`src/rtl/agu_pkg.sv`:
```
`timescale 1ns/1ps
package agu_pkg;

   localparam logic [1:0] MOD_MEM_NODISP = 2'b00;
   localparam logic [1:0] MOD_MEM_D8     = 2'b01;
   localparam logic [1:0] MOD_MEM_D32    = 2'b10;
   localparam logic [1:0] MOD_REG        = 2'b11;
   localparam logic [2:0] RM_USES_SIB    = 3'b100;
   localparam logic [2:0] RM_BARE_DISP   = 3'b101;
   localparam logic [2:0] SIB_NO_BASE    = 3'b101;
   localparam logic [3:0] IDX_ABSENT     = 4'b0100;

   typedef enum logic [1:0] {
      DISP_NONE  = 2'd0,
      DISP_SHORT = 2'd1,
      DISP_LONG  = 2'd2
   } disp_kind_e;

   typedef struct packed {
      logic       is_reg;
      logic [3:0] reg_idx;
      logic       base_en;
      logic [3:0] base_sel;
      logic       idx_en;
      logic [3:0] idx_sel;
      logic [1:0] scale;
      disp_kind_e dkind;
      logic       rip_rel;
      logic       narrow;
   } ea_plan_t;

endpackage

```
`src/rtl/agu_decode.sv`:
```
`timescale 1ns/1ps
module agu_decode
   import agu_pkg::*;
(
   input  logic       rex_present,
   input  logic [7:0] rex_byte,
   input  logic [7:0] modrm,
   input  logic [7:0] sib,
   input  logic       long_mode,
   input  logic       asz_override,
   output ea_plan_t   plan
);

   logic       rex_b;
   logic       rex_x;
   logic [1:0] mod_f;
   logic [2:0] rm_f;
   logic [2:0] sbase_f;
   logic [2:0] sidx_f;
   logic [1:0] sscale_f;
   logic [3:0] idx_full;
   logic [8:0] unused_fields;

   assign rex_b         = rex_present & long_mode & rex_byte[0];
   assign rex_x         = rex_present & long_mode & rex_byte[1];
   assign mod_f         = modrm[7:6];
   assign rm_f          = modrm[2:0];
   assign sbase_f       = sib[2:0];
   assign sidx_f        = sib[5:3];
   assign sscale_f      = sib[7:6];
   assign idx_full      = {rex_x, sidx_f};
   assign unused_fields = {rex_byte[7:2], modrm[5:3]};

   function automatic disp_kind_e kind_for_mod(input logic [1:0] m);
      case (m)
         MOD_MEM_D8:  return DISP_SHORT;
         MOD_MEM_D32: return DISP_LONG;
         default:     return DISP_NONE;
      endcase
   endfunction

   always_comb begin
      plan        = '0;
      plan.dkind  = DISP_NONE;
      plan.narrow = ~long_mode | asz_override;
      if (mod_f == MOD_REG) begin
         plan.is_reg  = 1'b1;
         plan.reg_idx = {rex_b, rm_f};
         plan.narrow  = 1'b0;
      end else if (rm_f == RM_USES_SIB) begin
         plan.base_sel = {rex_b, sbase_f};
         plan.base_en  = !((mod_f == MOD_MEM_NODISP) && (sbase_f == SIB_NO_BASE));
         plan.idx_sel  = idx_full;
         plan.idx_en   = (idx_full != IDX_ABSENT);
         plan.scale    = sscale_f;
         if (mod_f == MOD_MEM_NODISP)
            plan.dkind = plan.base_en ? DISP_NONE : DISP_LONG;
         else
            plan.dkind = kind_for_mod(mod_f);
      end else if ((mod_f == MOD_MEM_NODISP) && (rm_f == RM_BARE_DISP)) begin
         plan.base_en = 1'b0;
         plan.dkind   = DISP_LONG;
         plan.rip_rel = long_mode;
      end else begin
         plan.base_en  = 1'b1;
         plan.base_sel = {rex_b, rm_f};
         plan.dkind    = kind_for_mod(mod_f);
      end
   end

endmodule

```
`src/rtl/agu_disp_ext.sv`:
```
`timescale 1ns/1ps
module agu_disp_ext
   import agu_pkg::*;
#(
   parameter int ADDR_W  = 64,
   parameter int DISP_W  = 32,
   parameter int SHORT_W = 8
) (
   input  logic [DISP_W-1:0] disp,
   input  disp_kind_e        kind,
   output logic [ADDR_W-1:0] disp_ext
);

   localparam int LONG_PAD  = ADDR_W - DISP_W;
   localparam int SHORT_PAD = ADDR_W - SHORT_W;

   generate
      if (DISP_W <= SHORT_W) begin : g_bad_short
         $error("agu_disp_ext: DISP_W must exceed SHORT_W");
      end
      if (ADDR_W <= DISP_W) begin : g_bad_addr
         $error("agu_disp_ext: ADDR_W must exceed DISP_W");
      end
   endgenerate

   logic [ADDR_W-1:0] short_ext;
   logic [ADDR_W-1:0] long_ext;

   assign short_ext = {{SHORT_PAD{disp[SHORT_W-1]}}, disp[SHORT_W-1:0]};
   assign long_ext  = {{LONG_PAD{disp[DISP_W-1]}}, disp};

   always_comb begin
      case (kind)
         DISP_SHORT: disp_ext = short_ext;
         DISP_LONG:  disp_ext = long_ext;
         default:    disp_ext = '0;
      endcase
   end

endmodule

```
`src/rtl/agu_combine.sv`:
```
`timescale 1ns/1ps
module agu_combine
   import agu_pkg::*;
#(
   parameter int ADDR_W   = 64,
   parameter int NARROW_W = 32
) (
   input  ea_plan_t          plan,
   input  logic [ADDR_W-1:0] base_val,
   input  logic [ADDR_W-1:0] idx_val,
   input  logic [ADDR_W-1:0] next_ip,
   input  logic [ADDR_W-1:0] disp_ext,
   output logic [ADDR_W-1:0] ea
);

   logic [ADDR_W-1:0] base_term;
   logic [ADDR_W-1:0] idx_term;
   logic [ADDR_W-1:0] full_sum;

   always_comb begin
      if (plan.rip_rel)
         base_term = next_ip;
      else if (plan.base_en)
         base_term = base_val;
      else
         base_term = '0;
   end

   always_comb begin
      if (!plan.idx_en)
         idx_term = '0;
      else begin
         case (plan.scale)
            2'd0:    idx_term = idx_val;
            2'd1:    idx_term = {idx_val[ADDR_W-2:0], 1'b0};
            2'd2:    idx_term = {idx_val[ADDR_W-3:0], 2'b0};
            default: idx_term = {idx_val[ADDR_W-4:0], 3'b0};
         endcase
      end
   end

   assign full_sum = base_term + idx_term + disp_ext;

   generate
      if (ADDR_W > NARROW_W) begin : g_narrowing
         localparam int HI_W = ADDR_W - NARROW_W;
         always_comb begin
            if (plan.is_reg)
               ea = '0;
            else if (plan.narrow)
               ea = {{HI_W{1'b0}}, full_sum[NARROW_W-1:0]};
            else
               ea = full_sum;
         end
      end else begin : g_flat
         always_comb ea = plan.is_reg ? '0 : full_sum;
      end
   endgenerate

endmodule

```
`src/rtl/modrm_ea_unit.sv`:
```
`timescale 1ns/1ps
module modrm_ea_unit
   import agu_pkg::*;
#(
   parameter int ADDR_W   = 64,
   parameter int NARROW_W = 32,
   parameter int DISP_W   = 32,
   parameter int SHORT_W  = 8,
   parameter int NREG     = 16
) (
   input  logic              clk,
   input  logic              rst_n,
   input  logic              in_valid,
   input  logic              rex_present,
   input  logic [7:0]        rex_byte,
   input  logic [7:0]        modrm,
   input  logic [7:0]        sib,
   input  logic [31:0]       disp,
   input  logic [ADDR_W-1:0] next_ip,
   input  logic              long_mode,
   input  logic              asz_override,
   output logic [3:0]        rd_base_sel,
   input  logic [ADDR_W-1:0] rd_base_data,
   output logic [3:0]        rd_index_sel,
   input  logic [ADDR_W-1:0] rd_index_data,
   output logic              out_valid,
   output logic [ADDR_W-1:0] out_ea,
   output logic              out_is_reg,
   output logic [3:0]        out_reg_idx,
   output logic              out_rip_rel
);

   localparam int SEL_W = $clog2(NREG);

   generate
      if (NREG != 16 || SEL_W != 4) begin : g_bad_nreg
         $error("modrm_ea_unit: extended register numbering needs NREG == 16");
      end
      if (DISP_W != 32) begin : g_bad_disp
         $error("modrm_ea_unit: displacement port is 32 bits wide");
      end
      if (NARROW_W >= ADDR_W) begin : g_bad_narrow
         $error("modrm_ea_unit: NARROW_W must be below ADDR_W");
      end
   endgenerate

   ea_plan_t          plan;
   logic [ADDR_W-1:0] disp_ext;
   logic [ADDR_W-1:0] ea_comb;

   agu_decode u_decode (
      .rex_present  (rex_present),
      .rex_byte     (rex_byte),
      .modrm        (modrm),
      .sib          (sib),
      .long_mode    (long_mode),
      .asz_override (asz_override),
      .plan         (plan)
   );

   assign rd_base_sel  = plan.base_sel;
   assign rd_index_sel = plan.idx_sel;

   agu_disp_ext #(
      .ADDR_W  (ADDR_W),
      .DISP_W  (DISP_W),
      .SHORT_W (SHORT_W)
   ) u_disp (
      .disp     (disp),
      .kind     (plan.dkind),
      .disp_ext (disp_ext)
   );

   agu_combine #(
      .ADDR_W   (ADDR_W),
      .NARROW_W (NARROW_W)
   ) u_combine (
      .plan     (plan),
      .base_val (rd_base_data),
      .idx_val  (rd_index_data),
      .next_ip  (next_ip),
      .disp_ext (disp_ext),
      .ea       (ea_comb)
   );

   always_ff @(posedge clk or negedge rst_n) begin
      if (!rst_n) begin
         out_valid   <= 1'b0;
         out_ea      <= '0;
         out_is_reg  <= 1'b0;
         out_reg_idx <= '0;
         out_rip_rel <= 1'b0;
      end else begin
         out_valid <= in_valid;
         if (in_valid) begin
            out_ea      <= ea_comb;
            out_is_reg  <= plan.is_reg;
            out_reg_idx <= plan.reg_idx;
            out_rip_rel <= plan.rip_rel;
         end
      end
   end


   valid_follow_chk: assert property (@(posedge clk) disable iff (!rst_n)
      in_valid |=> out_valid);


   valid_idle_chk: assert property (@(posedge clk) disable iff (!rst_n)
      !in_valid |=> !out_valid);


   reg_operand_chk: assert property (@(posedge clk) disable iff (!rst_n)
      (in_valid && modrm[7:6] == MOD_REG)
      |=> (out_is_reg && out_ea == '0 && !out_rip_rel));


   rip_form_chk: assert property (@(posedge clk) disable iff (!rst_n)
      (in_valid && long_mode && modrm[7:6] == MOD_MEM_NODISP && modrm[2:0] == RM_BARE_DISP)
      |=> (out_rip_rel && !out_is_reg));


   legacy_no_rip_chk: assert property (@(posedge clk) disable iff (!rst_n)
      (in_valid && !long_mode) |=> !out_rip_rel);


   narrow_result_chk: assert property (@(posedge clk) disable iff (!rst_n)
      (in_valid && (!long_mode || asz_override))
      |=> (out_ea[ADDR_W-1:NARROW_W] == '0));

endmodule

```
`config.mk`:
```
export PLATFORM = sky130hd
export DESIGN_NAME = modrm_ea_unit
export DESIGN_NICKNAME = d
export VERILOG_FILES = /design/src/rtl/agu_pkg.sv /design/src/rtl/agu_decode.sv /design/src/rtl/agu_disp_ext.sv /design/src/rtl/agu_combine.sv /design/src/rtl/modrm_ea_unit.sv
export SDC_FILE = /design/constraint.sdc
export NUM_CORES = 1
export LEC_CHECK = 0
export BUFFER_PORTS_ARGS = -buffer_cell sky130_fd_sc_hd__clkbuf_2
export CAP_MARGIN = 20
export CELL_PAD_IN_SITES_DETAIL_PLACEMENT = 0
export CELL_PAD_IN_SITES_GLOBAL_PLACEMENT = 2
export CORE_MARGIN = 2
export CORE_UTILIZATION = 32
export DETAILED_ROUTE_END_ITERATION = 7
export PLACE_DENSITY = 0.9
export SETUP_SLACK_MARGIN = 0.4
export SLEW_MARGIN = 20
export SYNTH_ARGS = -nofsm -noshare
export SYNTH_HDL_FRONTEND = slang
export SYNTH_SLANG_ARGS = --single-unit
export TNS_END_PERCENT = 20
```
`constraint.sdc`:
```
create_clock -name clk -period 3.55 [get_ports clk]
set_clock_uncertainty 0.15 [all_clocks]
set_input_delay 0.71 -clock clk [delete_from_list [all_inputs] [get_ports clk]]
set_output_delay 0.71 -clock clk [all_outputs]
set_load 0.03 [all_outputs]
```
==> reports/metrics.cfg <==
[layout]
layout.nets = 2447
stdcell_area_sq_um = 18100
syn2layout_area_growth_pct = 61.0
insertedDiodeCount = 0
regMostFlops = out_ea
layout.area.seq_sq_um = 1780
largest_reg_flops = 64
fillers = 3241
drive_above_1_share_pct = 47.4
final_common_cell = buf_4
utilization_pct = 52.4
top_regs = out_ea x64, out_reg_idx x4
final_cell_mix = buf_4, clkbuf_2, nor2_1, inv_1, a21oi_1
multi_input_area_sq_um = 9910

[routing]
dr.pass1.iters = 5
postRouteAntennaNets = 0
vias = 13800
drc = 0
dr.first_iter.drc_count = 954
wire_per_inst_microns = 19.3
viasPerCell = 5.48
drt_wl_total_mm = 48.7

[global_routing]
gr-usage-all-layers_pct = 25.2
grt_pass1_wl_mm = 72.6
antenna_found_initial = 0
grt_max_degree = 72
grt-ovfl-total = 0
grt_pass1_vias = 13600

[timing]
finalCriticalPeriod_ns = 4.98
max_clock_freq_ghz = 0.201
timing.final.crit_share_pct = 140
setup_viol = 60
worst_slack_ns = -1.43
worst_pin_slew_ns = 1.10
rsz0062_at_grt = true
hold_viol = 0
slew_headroom_pct = 26.7
drv_slew = 0

[clock_tree]
cts_root_buffer = clkbuf_16
clkTransAtPathRegs_ns = 0.06
cts.sinks = 71
cts_buffers = 9
clock_path_buffers = 2
insertion_delay_ns = 0.34
cts_max_level = 3
cts_tree = yes

[logic_synthesis]
ys_seq_area_share_pct = 15.8
syn_nets = 1855
synthFlopType = dfrtp_1
async_flop_share_pct = 100
yosys_warnings = 0
syn_area_sq_um = 11200
ys_ff_latch = 71
synth-edff-count = 0
synth_cells = 1473
yosysUniqueCellTypes = 74
avgSynthCellArea_sq_um = 7.63

[worst_setup_path]
cp-start-kind = primary input
crit_fanout = 9
r2r_start = out_ea[60]$_DFFE_PN0P_
endpoint = out_ea[49]$_DFFE_PN0P_
reg2reg_slack_ns = 2.49
critical_path_required_ns = 3.63
crit_arrival_ns = 5.06
worstReg2RegEnd = out_ea[60]$_DFFE_PN0P_
path_class = primary input to flip-flop
cp-startpoint = modrm[1]
crit_path_end_kind = flip-flop
r2r_cells = 2

[power_and_ir_drop]
ir_drop_v = 0.000276
power.density_nw_per_um2 = 274
p_leak_nw = 8.85

[placement]
gp_congestion = 0.935
numPortBuffers = 323
placed_area_sq_um = 15700
detailed_place_hpwl_mm = 35.8

[run_status]
status = complete, but fails checks
violations = setup timing

[die]
initial_utilization_pct = 32.5
boundaryPins = 333
die_w_microns = 191
core_sq_um = 34500
die_h_microns = 191
die_area_sq_um = 36600
num_rows = 68

[min_path]
min_path_type = flip-flop to flip-flop

[run]
drv_cap = 0

## power by group
part	total (mW)	leakage (nW)	switching [mW]	internal (mW)
logic	2.85	7.75	1.57	1.28
clock network	1.10	0.162	0.397	0.707
registers	0.996	0.939	0.0836	0.913
## worst min path at each step
stage | start | end | slack (ns) | cells after the start
after floorplan | rst_n | out_ea[0]$_DFFE_PN0P_ | 0.26 | 0
after CTS | out_ea[14]$_DFFE_PN0P_ | out_ea[14]$_DFFE_PN0P_ | 0.34 | 1
after detailed placement | out_ea[14]$_DFFE_PN0P_ | out_ea[14]$_DFFE_PN0P_ | 0.32 | 1
after global placement | out_ea[0]$_DFFE_PN0P_ | out_ea[0]$_DFFE_PN0P_ | 0.32 | 2
after global routing | out_ea[15]$_DFFE_PN0P_ | out_ea[15]$_DFFE_PN0P_ | 0.35 | 1
final | out_ea[3]$_DFFE_PN0P_ | out_ea[3]$_DFFE_PN0P_ | 0.34 | 1
## cells in the mapped netlist (all sizes together), types with 56 or more instances
cell / n / area, sq um
nor2: 168 / 631
o21ai: 99 / 503
nand2: 88 / 330
fa: 64 / 1280
inv: 146 / 548
a22oi: 65 / 488
clkbuf: 101 / 380
o221a: 56 / 631
a21o: 60 / 450
ha: 64 / 801
a21oi: 120 / 612
dfrtp: 71 / 1780
## cells by family after synthesis
| family | share of synthesized area, % |
|---|---|
| adder cells (fa/ha/maj) | 18.5 |
| AND/OR/NAND/NOR | 15.6 |
| multiplexers | 0.490 |
| AO/OA/AOI/OAI | 36.3 |
| buffers and inverters | 9.22 |
| XOR/XNOR | 3.97 |
| flip-flops | 15.8 |
## worst max-delay path, stage by stage
cell and delay (ns):
buf_12 0.11, inv_12 0.05, nand2_8 0.05, or3_4 0.43, a31oi_4 0.22, buf_12 0.17
buf_12 0.12, o221a_2 0.18, o21ai_2 0.06, fa_1 0.58, inv_2 0.05, ha_4 0.26
and3_4 0.18, nand4_1 0.11, or2_4 0.27, a2111oi_4 0.26, buf_4 0.21, o21ai_4 0.07
or2_4 0.28, and2_4 0.16, o2111a_1 0.24, a211o_1 0.26
## cell type report
type                    instances  share of cell area (%)
repair buffers                698                    27.3
clock inverters                 5                   0.581
clock buffers                  11                    1.34
well taps                     455                    3.15
multi-input cells            1139                    54.7
inverters                     146                    3.11
flip-flops and latches         71                    9.82
## repair_timing
item / CTS / global route
endpoints found under the setup margin: 63 / 63
buffers inserted: 36 / 21
hold buffers: 0 / 0
gates resized for setup: 173 / 121
cloned: 8 / 4
pin swaps: 94 / 70
## through the flow
stage / hold WS (ns) / setup slack [ns] / std cells / total power, mW / TNS (ns)
detailed placement: 0.323 / -2.11 / 2440 / 3.43 / -101.48
floorplan: 0.264 / -1.47 / 1473 / 2.36 / -61.85
finish: 0.340 / -1.43 / 2525 / 4.95 / -63.24
CTS: 0.340 / -1.44 / 2500 / 4.79 / -64.68
global placement: 0.319 / -1.98 / 2440 / 3.41 / -96.81
global route: 0.350 / -1.53 / 2525 / 5.26 / -71.21
## metal layers
| layer | global-route usage [%] | up-vias | routed length, microns |
|---|---|---|---|
| met5 | 0 | - | 0 |
| met3 | 3.67 | 83 | 2830 |
| li1 | - | 6503 | - |
| met1 | 31.9 | 6736 | 20600 |
| met4 | 6.21 | 0 | 1140 |
| met2 | 44.6 | 520 | 24100 |
(Power assumes the default switching activity.)
